File: config.mk
export PLATFORM = sky130hd
export DESIGN_NAME = iq_word_builder
export DESIGN_NICKNAME = d
export VERILOG_FILES = /design/src/rtl/iqwb_pkg.sv /design/src/rtl/iqwb_lane.sv /design/src/rtl/iqwb_assembler.sv /design/src/rtl/iqwb_convert.sv /design/src/rtl/iq_word_builder.sv
export SDC_FILE = /design/constraint.sdc
export NUM_CORES = 1
export LEC_CHECK = 0
export BUFFER_PORTS_ARGS = -buffer_cell sky130_fd_sc_hd__clkbuf_2
export CAP_MARGIN = 15
export CORE_ASPECT_RATIO = 0.6
export CORE_UTILIZATION = 50
export DETAILED_ROUTE_END_ITERATION = 6
export GPL_ROUTABILITY_DRIVEN = 0
export PLACE_DENSITY = 0.67
export SLEW_MARGIN = 25
export SYNTH_ARGS = -nofsm -noshare
export SYNTH_HDL_FRONTEND = slang
export SYNTH_HIERARCHICAL = 1
export SYNTH_SLANG_ARGS = --single-unit
File: constraint.sdc
create_clock -name clk -period 4.9 [get_ports clk]
set_input_delay 0.98 -clock clk [delete_from_list [all_inputs] [get_ports clk]]
set_output_delay 0.98 -clock clk [all_outputs]
set_load 0.01 [all_outputs]
File: src/rtl/iqwb_pkg.sv
package iqwb_pkg;
  typedef enum logic [1:0] {WM_BYTE, WM_NIBBLE, WM_BAD} width_mode_e;

  function automatic width_mode_e decode_width(input logic [1:0] code);
    case (code)
      2'b10:   return WM_NIBBLE;
      2'b11:   return WM_BAD;
      default: return WM_BYTE;
    endcase
  endfunction
endpackage

File: src/rtl/iqwb_lane.sv
module iqwb_lane #(
  parameter int BUS_W = 8,
  parameter int NIB_W = 4
) (
  input  logic [BUS_W-1:0] raw,
  input  logic             nib_mode,
  input  logic             bitrev,
  output logic [BUS_W-1:0] lane
);
  logic [BUS_W-1:0] rev_full;
  logic [NIB_W-1:0] rev_nib;

  for (genvar k = 0; k < BUS_W; k++) begin : g_full
    assign rev_full[k] = raw[BUS_W-1-k];
  end
  for (genvar k = 0; k < NIB_W; k++) begin : g_nib
    assign rev_nib[k] = raw[NIB_W-1-k];
  end

  always_comb begin
    if (nib_mode)
      lane = {{(BUS_W-NIB_W){1'b0}}, (bitrev ? rev_nib : raw[NIB_W-1:0])};
    else
      lane = bitrev ? rev_full : raw;
  end
endmodule

File: src/rtl/iqwb_assembler.sv
module iqwb_assembler #(
  parameter int SAMPLE_W = 16,
  parameter int BUS_W    = 8,
  parameter int NIB_W    = 4
) (
  input  logic                  clk,
  input  logic                  rst_n,
  input  logic                  take,
  input  logic                  first,
  input  logic                  nib_mode,
  input  logic [BUS_W-1:0]      lane,
  output logic                  done,
  output logic [2*SAMPLE_W-1:0] pair
);
  localparam int PAIR_W     = 2 * SAMPLE_W;
  localparam int BYTE_BEATS = PAIR_W / BUS_W;
  localparam int NIB_BEATS  = PAIR_W / NIB_W;
  localparam int CNT_W      = $clog2(NIB_BEATS + 1);
  localparam logic [CNT_W-1:0] LAST_BYTE = CNT_W'(BYTE_BEATS - 1);
  localparam logic [CNT_W-1:0] LAST_NIB  = CNT_W'(NIB_BEATS - 1);

  logic [PAIR_W-1:0] acc;
  logic [CNT_W-1:0]  cnt, idx;
  logic              last;

  assign idx  = first ? '0 : cnt;
  assign last = (idx == (nib_mode ? LAST_NIB : LAST_BYTE));
  assign done = take && last;
  assign pair = nib_mode ? {acc[PAIR_W-NIB_W-1:0], lane[NIB_W-1:0]}
                         : {acc[PAIR_W-BUS_W-1:0], lane};

  always_ff @(posedge clk) begin
    if (!rst_n) begin
      acc <= '0;
      cnt <= '0;
    end else if (take) begin
      acc <= pair;
      cnt <= last ? '0 : idx + 1'b1;
    end
  end
endmodule

File: src/rtl/iqwb_convert.sv
module iqwb_convert #(
  parameter int SAMPLE_W = 16
) (
  input  logic [2*SAMPLE_W-1:0] pair,
  input  logic                  q_first,
  input  logic                  offset_bin,
  output logic [SAMPLE_W-1:0]   smp_i,
  output logic [SAMPLE_W-1:0]   smp_q
);
  logic [SAMPLE_W-1:0] w0, w1, flip;

  assign w0    = pair[2*SAMPLE_W-1:SAMPLE_W];
  assign w1    = pair[SAMPLE_W-1:0];
  assign flip  = {offset_bin, {(SAMPLE_W-1){1'b0}}};
  assign smp_i = (q_first ? w1 : w0) ^ flip;
  assign smp_q = (q_first ? w0 : w1) ^ flip;
endmodule

File: src/rtl/iq_word_builder.sv
module iq_word_builder #(
  parameter int SAMPLE_W = 16,
  parameter int BUS_W    = 8,
  parameter int NIB_W    = 4
) (
  input  logic                clk,
  input  logic                rst_n,
  input  logic [1:0]          cfg_width,
  input  logic                cfg_q_first,
  input  logic                cfg_bitrev,
  input  logic                cfg_offset_bin,
  output logic                cfg_err,
  input  logic                in_valid,
  output logic                in_ready,
  input  logic [BUS_W-1:0]    in_data,
  input  logic                in_first,
  output logic                out_valid,
  input  logic                out_ready,
  output logic [SAMPLE_W-1:0] out_i,
  output logic [SAMPLE_W-1:0] out_q
);
  import iqwb_pkg::*;

  width_mode_e           mode;
  logic                  nib_mode, take, done;
  logic [BUS_W-1:0]      lane;
  logic [2*SAMPLE_W-1:0] pair;
  logic [SAMPLE_W-1:0]   nxt_i, nxt_q;

  assign mode     = decode_width(cfg_width);
  assign nib_mode = (mode == WM_NIBBLE);
  assign cfg_err  = (mode == WM_BAD);
  assign in_ready = cfg_err || !out_valid || out_ready;
  assign take     = in_valid && in_ready && !cfg_err;

  iqwb_lane #(.BUS_W(BUS_W), .NIB_W(NIB_W)) u_lane (
    .raw(in_data), .nib_mode(nib_mode), .bitrev(cfg_bitrev), .lane(lane)
  );

  iqwb_assembler #(.SAMPLE_W(SAMPLE_W), .BUS_W(BUS_W), .NIB_W(NIB_W)) u_asm (
    .clk(clk), .rst_n(rst_n), .take(take), .first(in_first),
    .nib_mode(nib_mode), .lane(lane), .done(done), .pair(pair)
  );

  iqwb_convert #(.SAMPLE_W(SAMPLE_W)) u_conv (
    .pair(pair), .q_first(cfg_q_first), .offset_bin(cfg_offset_bin),
    .smp_i(nxt_i), .smp_q(nxt_q)
  );

  always_ff @(posedge clk) begin
    if (!rst_n) begin
      out_valid <= 1'b0;
      out_i     <= '0;
      out_q     <= '0;
    end else if (done) begin
      out_valid <= 1'b1;
      out_i     <= nxt_i;
      out_q     <= nxt_q;
    end else if (out_ready) begin
      out_valid <= 1'b0;
    end
  end
endmodule

# Word level (Yosys, flattened, before mapping)
# Cells that the tools add are included.
# Widths: inputs -> output; s select.
dict set report op_classes {
  addsub 1
  eq_ne 5
  muxes 12
  bitwise 2
  n_reduce_logical 8
}
# operator n
set op_table {}
lappend op_table {{$mux 16} 2}
lappend op_table {{$mux 32} 1}
lappend op_table {{$xor 16x16->16} 2}
lappend op_table {{$mux 8} 2}
lappend op_table {{$mux 4} 3}
lappend op_table {{$eq 2x2->1 const B} 3}
lappend op_table {{$add 4x1->4 const B} 1}
lappend op_table {{$eq 4x4->1} 1}
lappend op_table {{$pmux 2 s2} 1}
lappend op_table {{$logic_and 1x1->1} 3}
lappend op_table {{$mux 3} 1}
lappend op_table {{$eq 2x1->1 const B} 1}
lappend op_table {{$logic_not 1->1} 2}
lappend op_table {{$logic_or 1x1->1} 2}
lappend op_table {{$mux 1} 2}
lappend op_table {{$reduce_bool 2->1} 1}
dict set report word_totals {
  ff_bits 65
  inputBits 18
  output_inout_bits 35
  wordCells 33
}

# Longest topological paths before layout
dict set report logic_depth {
  depth_word 9
  depth_mapped 10
  ltp_nobuf 7
}

# Hierarchy
# The synthesis kept the hierarchy.
# mod instances cells_per_inst area_each_um2 seq_area_each_um2
set by_module_without_submodules {}
lappend by_module_without_submodules {iqwb_assembler 1 157 1667.8 640.6}
lappend by_module_without_submodules {iq_word_builder 1 111 1303.8 660.6}
lappend by_module_without_submodules {iqwb_convert 1 38 559.3 0.0}
lappend by_module_without_submodules {iqwb_lane 1 22 148.9 0.0}

# Worst setup path before layout
# No wires, ideal clock.
dict set report synth_timing {
  kind {input to register}
  from {input cfg_width[1]}
  to {register out_i[10]}
  t_arrival_ns 2.409
  required_time_ns 4.784
  slack_ns 2.375
  stages 9
  n_path_buf 4
  path_cell_list {nor2b_1 clkbuf_1 buf_2 a21oi_1 o31ai_1 buf_6 buf_12 mux2i_1 nor2b_1}
}
dict set report synth_between {
  elab_chain_cells 8
}
# element line
set synth_lines {}
lappend synth_lines {{start: declaration} iq_word_builder.sv:8} ;# input logic [1:0] cfg_width,
lappend synth_lines {{$eq 2x2->1} iqwb_pkg.sv:5} ;# case (code)
lappend synth_lines {{$pmux 2 s2 (*)} iqwb_pkg.sv:5}
lappend synth_lines {{parallel branches: the longest is 5 deep, another holds $eq 4x4->1} --}
lappend synth_lines {{$logic_and 1x1->1 (*)} iqwb_assembler.sv:28} ;# assign done = take && last;
lappend synth_lines {{via done} iq_word_builder.sv:25} ;# logic nib_mode, take, done;
lappend synth_lines {{end signal: assignment} iq_word_builder.sv:57} ;# out_i <= nxt_i;
lappend synth_lines {{end: declaration} iq_word_builder.sv:19} ;# output logic [SAMPLE_W-1:0] out_i,
# Mark *: on every way through the listed nets, which the timed path passes.
# A chain may end at the register's enable or synchronous reset.

# Final worst setup path
dict set report layout_timing {
  from {input cfg_width[0]}
  to {register u_asm.cnt[3]}
}
dict set report layout_between {
  elab_chain_cells 7
}
# element line
set layout_lines {}
lappend layout_lines {{$eq 2x2->1} iqwb_pkg.sv:5}
lappend layout_lines {{$pmux 2 s2 (*)} iqwb_pkg.sv:5}
lappend layout_lines {{$eq 2x2->1 (*)} iq_word_builder.sv:32} ;# assign cfg_err = (mode == WM_BAD);
lappend layout_lines {{$logic_or 1x1->1 (2 in a row)} iq_word_builder.sv:33} ;# assign in_ready = cfg_err || !out_valid || out_ready;
lappend layout_lines {{$logic_and 1x1->1} iq_word_builder.sv:34} ;# assign take = in_valid && in_ready && !cfg_err;
lappend layout_lines {{$logic_and 1x1->1 (*)} iq_word_builder.sv:34}
lappend layout_lines {{via take} iq_word_builder.sv:25}
lappend layout_lines {{end signal: assignment} iqwb_assembler.sv:38} ;# cnt <= last ? '0 : idx + 1'b1;
lappend layout_lines {{end: declaration} iqwb_assembler.sv:23} ;# logic [CNT_W-1:0] cnt, idx;
# The timed path passes the listed nets; every way through them passes the cells marked *.

==> results.md <==
* Outcome: finished, final reports clean
* Required time of the critical path at 5170 ps
* Layout cells sized above 1 at 0.358
* Yosys reg bits at 65
* Ports at 53
* Total power at 1.34 mW
* Hold buffers post-CTS at 0
* Final Setup Violations at 0
* Worst setup path start: cfg_width[0]
* Worst setup SP type: input port
* Reg2Reg Depth at 6
* CTS tree: done
* Vias in the first global route at 2165
* Antenna violations before repair at 0
* RSZ-0062 raised after global routing: false
* Root Buffer: clkbuf_16
* Synth Area in XOR/XNOR at 0.00476
* Pin count of the biggest net entering global routing at 67
* DR DRC count at 0
* Setup_tns at 0 ps
* Count leader, synth: mux2i_1
* CTS resizes at 0
* Die area at 7720 um^2
* Cell Area, Placed at 3850 um^2
* Syn-to-layout area delta at 13.4%
* Yosys top cell area share at 0.354
* Prevailing post-synth register cell: dfxtp_1
* Sequential area share after synthesis at 0.354
* Final WL at 7200 um
* Hold depth at 2
* Critical-path top delay cell: buf_4
* Post-synthesis compound-gate area fraction at 0.0289
* Inserted Clock Buffers at 9
* Clk buf depth at 2
* GRT Overall Usage at 0.199
* Synth Net Count at 347
* Dpl hpwl at 4900 um
* Maximum vdd drop at 0.190 mV
* CP max FO at 35
* Fillers at 583
* Overall die width at 113 um
* Post-synth EDFFs at 0
* Min-delay src: out_q[10]
* Place WS at 1640 ps
* Core area at 6880 um^2
* Reg2reg start: out_valid
* Worst skew pair latency at 330 ps
* First-pass GRT wire length at 11200 um
* Layout Skew at 5.55 ps
* DR vias at 2370
* Die Span Y at 68.5 um
* Peak Freq at 381 MHz
* Clock Sinks at 65
* Placed Cells at 442
* Port bufs at 52
* Hold violation count in the final report at 0
* Core Rows at 23
* Initial DRT Pass Iterations at 4
* CP Cell Sequence: clkbuf_2 -> nand2_1 -> and3b_2 -> buf_4 -> or3b_1 -> a2111oi_2 -> o21a_1
* Critical path type: in2reg
* Fin crit period at 2630 ps
* Yosys warning count at 6
* Total grt overflow at 0
* Syn Inst Count at 328
* Slew Viols, Final at 0
* Post-Synth Simple-Gate Area at 0.136
* Max transition margin at 0.322
* Finished layout cell area at 4170 um^2
* H-tree depth at 3
* Crit path capture type: register
* Mux contribution to synthesized area at 0.401
* Largest family of logic cells by synthesized area: multiplexers
* Slew @ Worst Pin at 1020 ps
* Clock transition at path regs at 50 ps
* Vias per Instance at 5.16
* Worst endpoint data arrival time at 2900 ps
* Adder-Cell Fraction of Synth Area at 0.00340
* Async SR Flop Fraction at 0
* Initial DRC Count at 104
* Max Cap Viol at 0
* Top cells by count, synth: 71 x mux2i_1, 66 x nor2b_1, 65 x dfxtp_1
* Synth top area cells: dfxtp_1 35%, mux2i_1 19%, mux2_4 12%
* N_diodes at 0
* Cell Count, Final, Fillers Out at 459
* Number of distinct library cells after synthesis at 27
* Cell taking the most area after synthesis: dfxtp_1
* Nets at 386
* Power Dens Cells at 321 nW/um^2
* Static Leak at 1.72 nW
* Synthesized area at 3680 um^2
* # Post-CTS Setup Buffers at 0
* Worst path max stage delay at 490 ps
* Post-DRT Antenna Nets at 0
* Final setup margin at 2270 ps
* Avg Cell Area, Syn at 11.2 um^2
* Initial Util at 0.535
* Worst min path class: reg2reg
* Final period util at 0.536
* Wirelength per Cell at 15.7 um
==> kinds of logic (layout without fill, tap and decap cells) <==
kind of cell	count (synthesis)	count (layout)
AND/OR/NAND/NOR	85	85
multiplexers	129	129
flip-flops	65	65
XOR/XNOR	2	2
buffers and inverters	31	75
AO/OA/AOI/OAI	15	15
adder cells (fa/ha/maj)	1	1
==> layout by cell type (no fill, tap or decap), types with 2 or more instances in the layout <==
master,instances
a21oi_1,6
buf_2,2
buf_4,2
clkbuf_1,2
clkbuf_16,9
clkbuf_2,50
clkbuf_8,3
dfxtp_1,65
inv_1,3
mux2_2,28
mux2_4,30
mux2i_1,71
nand2_1,5
nand3_1,2
nor2_1,9
nor2b_1,65
o21a_1,2
xnor2_1,2
==> registers in the layout, summed over array words and instances, names as in the netlist <==
| name | flops |
|---|---|
| u_asm/cnt | 4 |
| out_valid | 1 |
| u_asm/acc | 28 |
| out_q | 16 |
| out_i | 16 |
==> through the flow <==
step                utilization  hold slack [ps]
floorplan                     -              477
global placement          0.560              490
detailed placement        0.560              504
CTS                       0.605              519
global route              0.607              536
finish                    0.607              511
==> routing by layer <==
metal / wire (um) / up-vias / global-route usage / share of wire
met1: 3770 / 1105 / 0.269 / 0.52
met2: 2940 / 53 / 0.292 / 0.41
met3: 411 / 7 / 0.0762 / 0.057
li1: - / 1205 / - / -
met5: 0 / - / 0 / 0
met4: 76 / 0 / 0.0650 / 0.011
==> where the power goes <==
part / total (mW) / switching, mW / internal (mW)
sequential: 0.543 / 0.00597 / 0.537
combinational: 0.137 / 0.0647 / 0.0725
clock: 0.659 / 0.225 / 0.435
==> critical path: cells and delay by family <==
family	cells	cell delay [ps]
AO/OA/AOI/OAI	2	520
AND/OR/NAND/NOR	3	780
buffers and inverters	2	600
==> area by class of cell <==
cell class / count / area, um^2 / share of cell area
timing repair buffer: 56 / 307 / 0.0735
inverter: 3 / 11.3 / 0.00270
clock buffer: 14 / 274 / 0.0657
sequential: 65 / 1300 / 0.312
multi-input combinational: 232 / 2130 / 0.512
clock inverter: 2 / 35.0 / 0.00840
tap: 87 / 109 / 0.0261
==> worst paths after layout <==
| check | endpoint | slack (ps) |
|---|---|---|
| hold reg to reg | out_q[10] | 510 |
| setup reg to reg | u_asm/cnt[3] | 2640 |
| hold / removal | out_q[10] | 510 |
| setup / recovery | u_asm/cnt[3] | 2270 |
No activity file was read; power rests on OpenSTA's default activity.
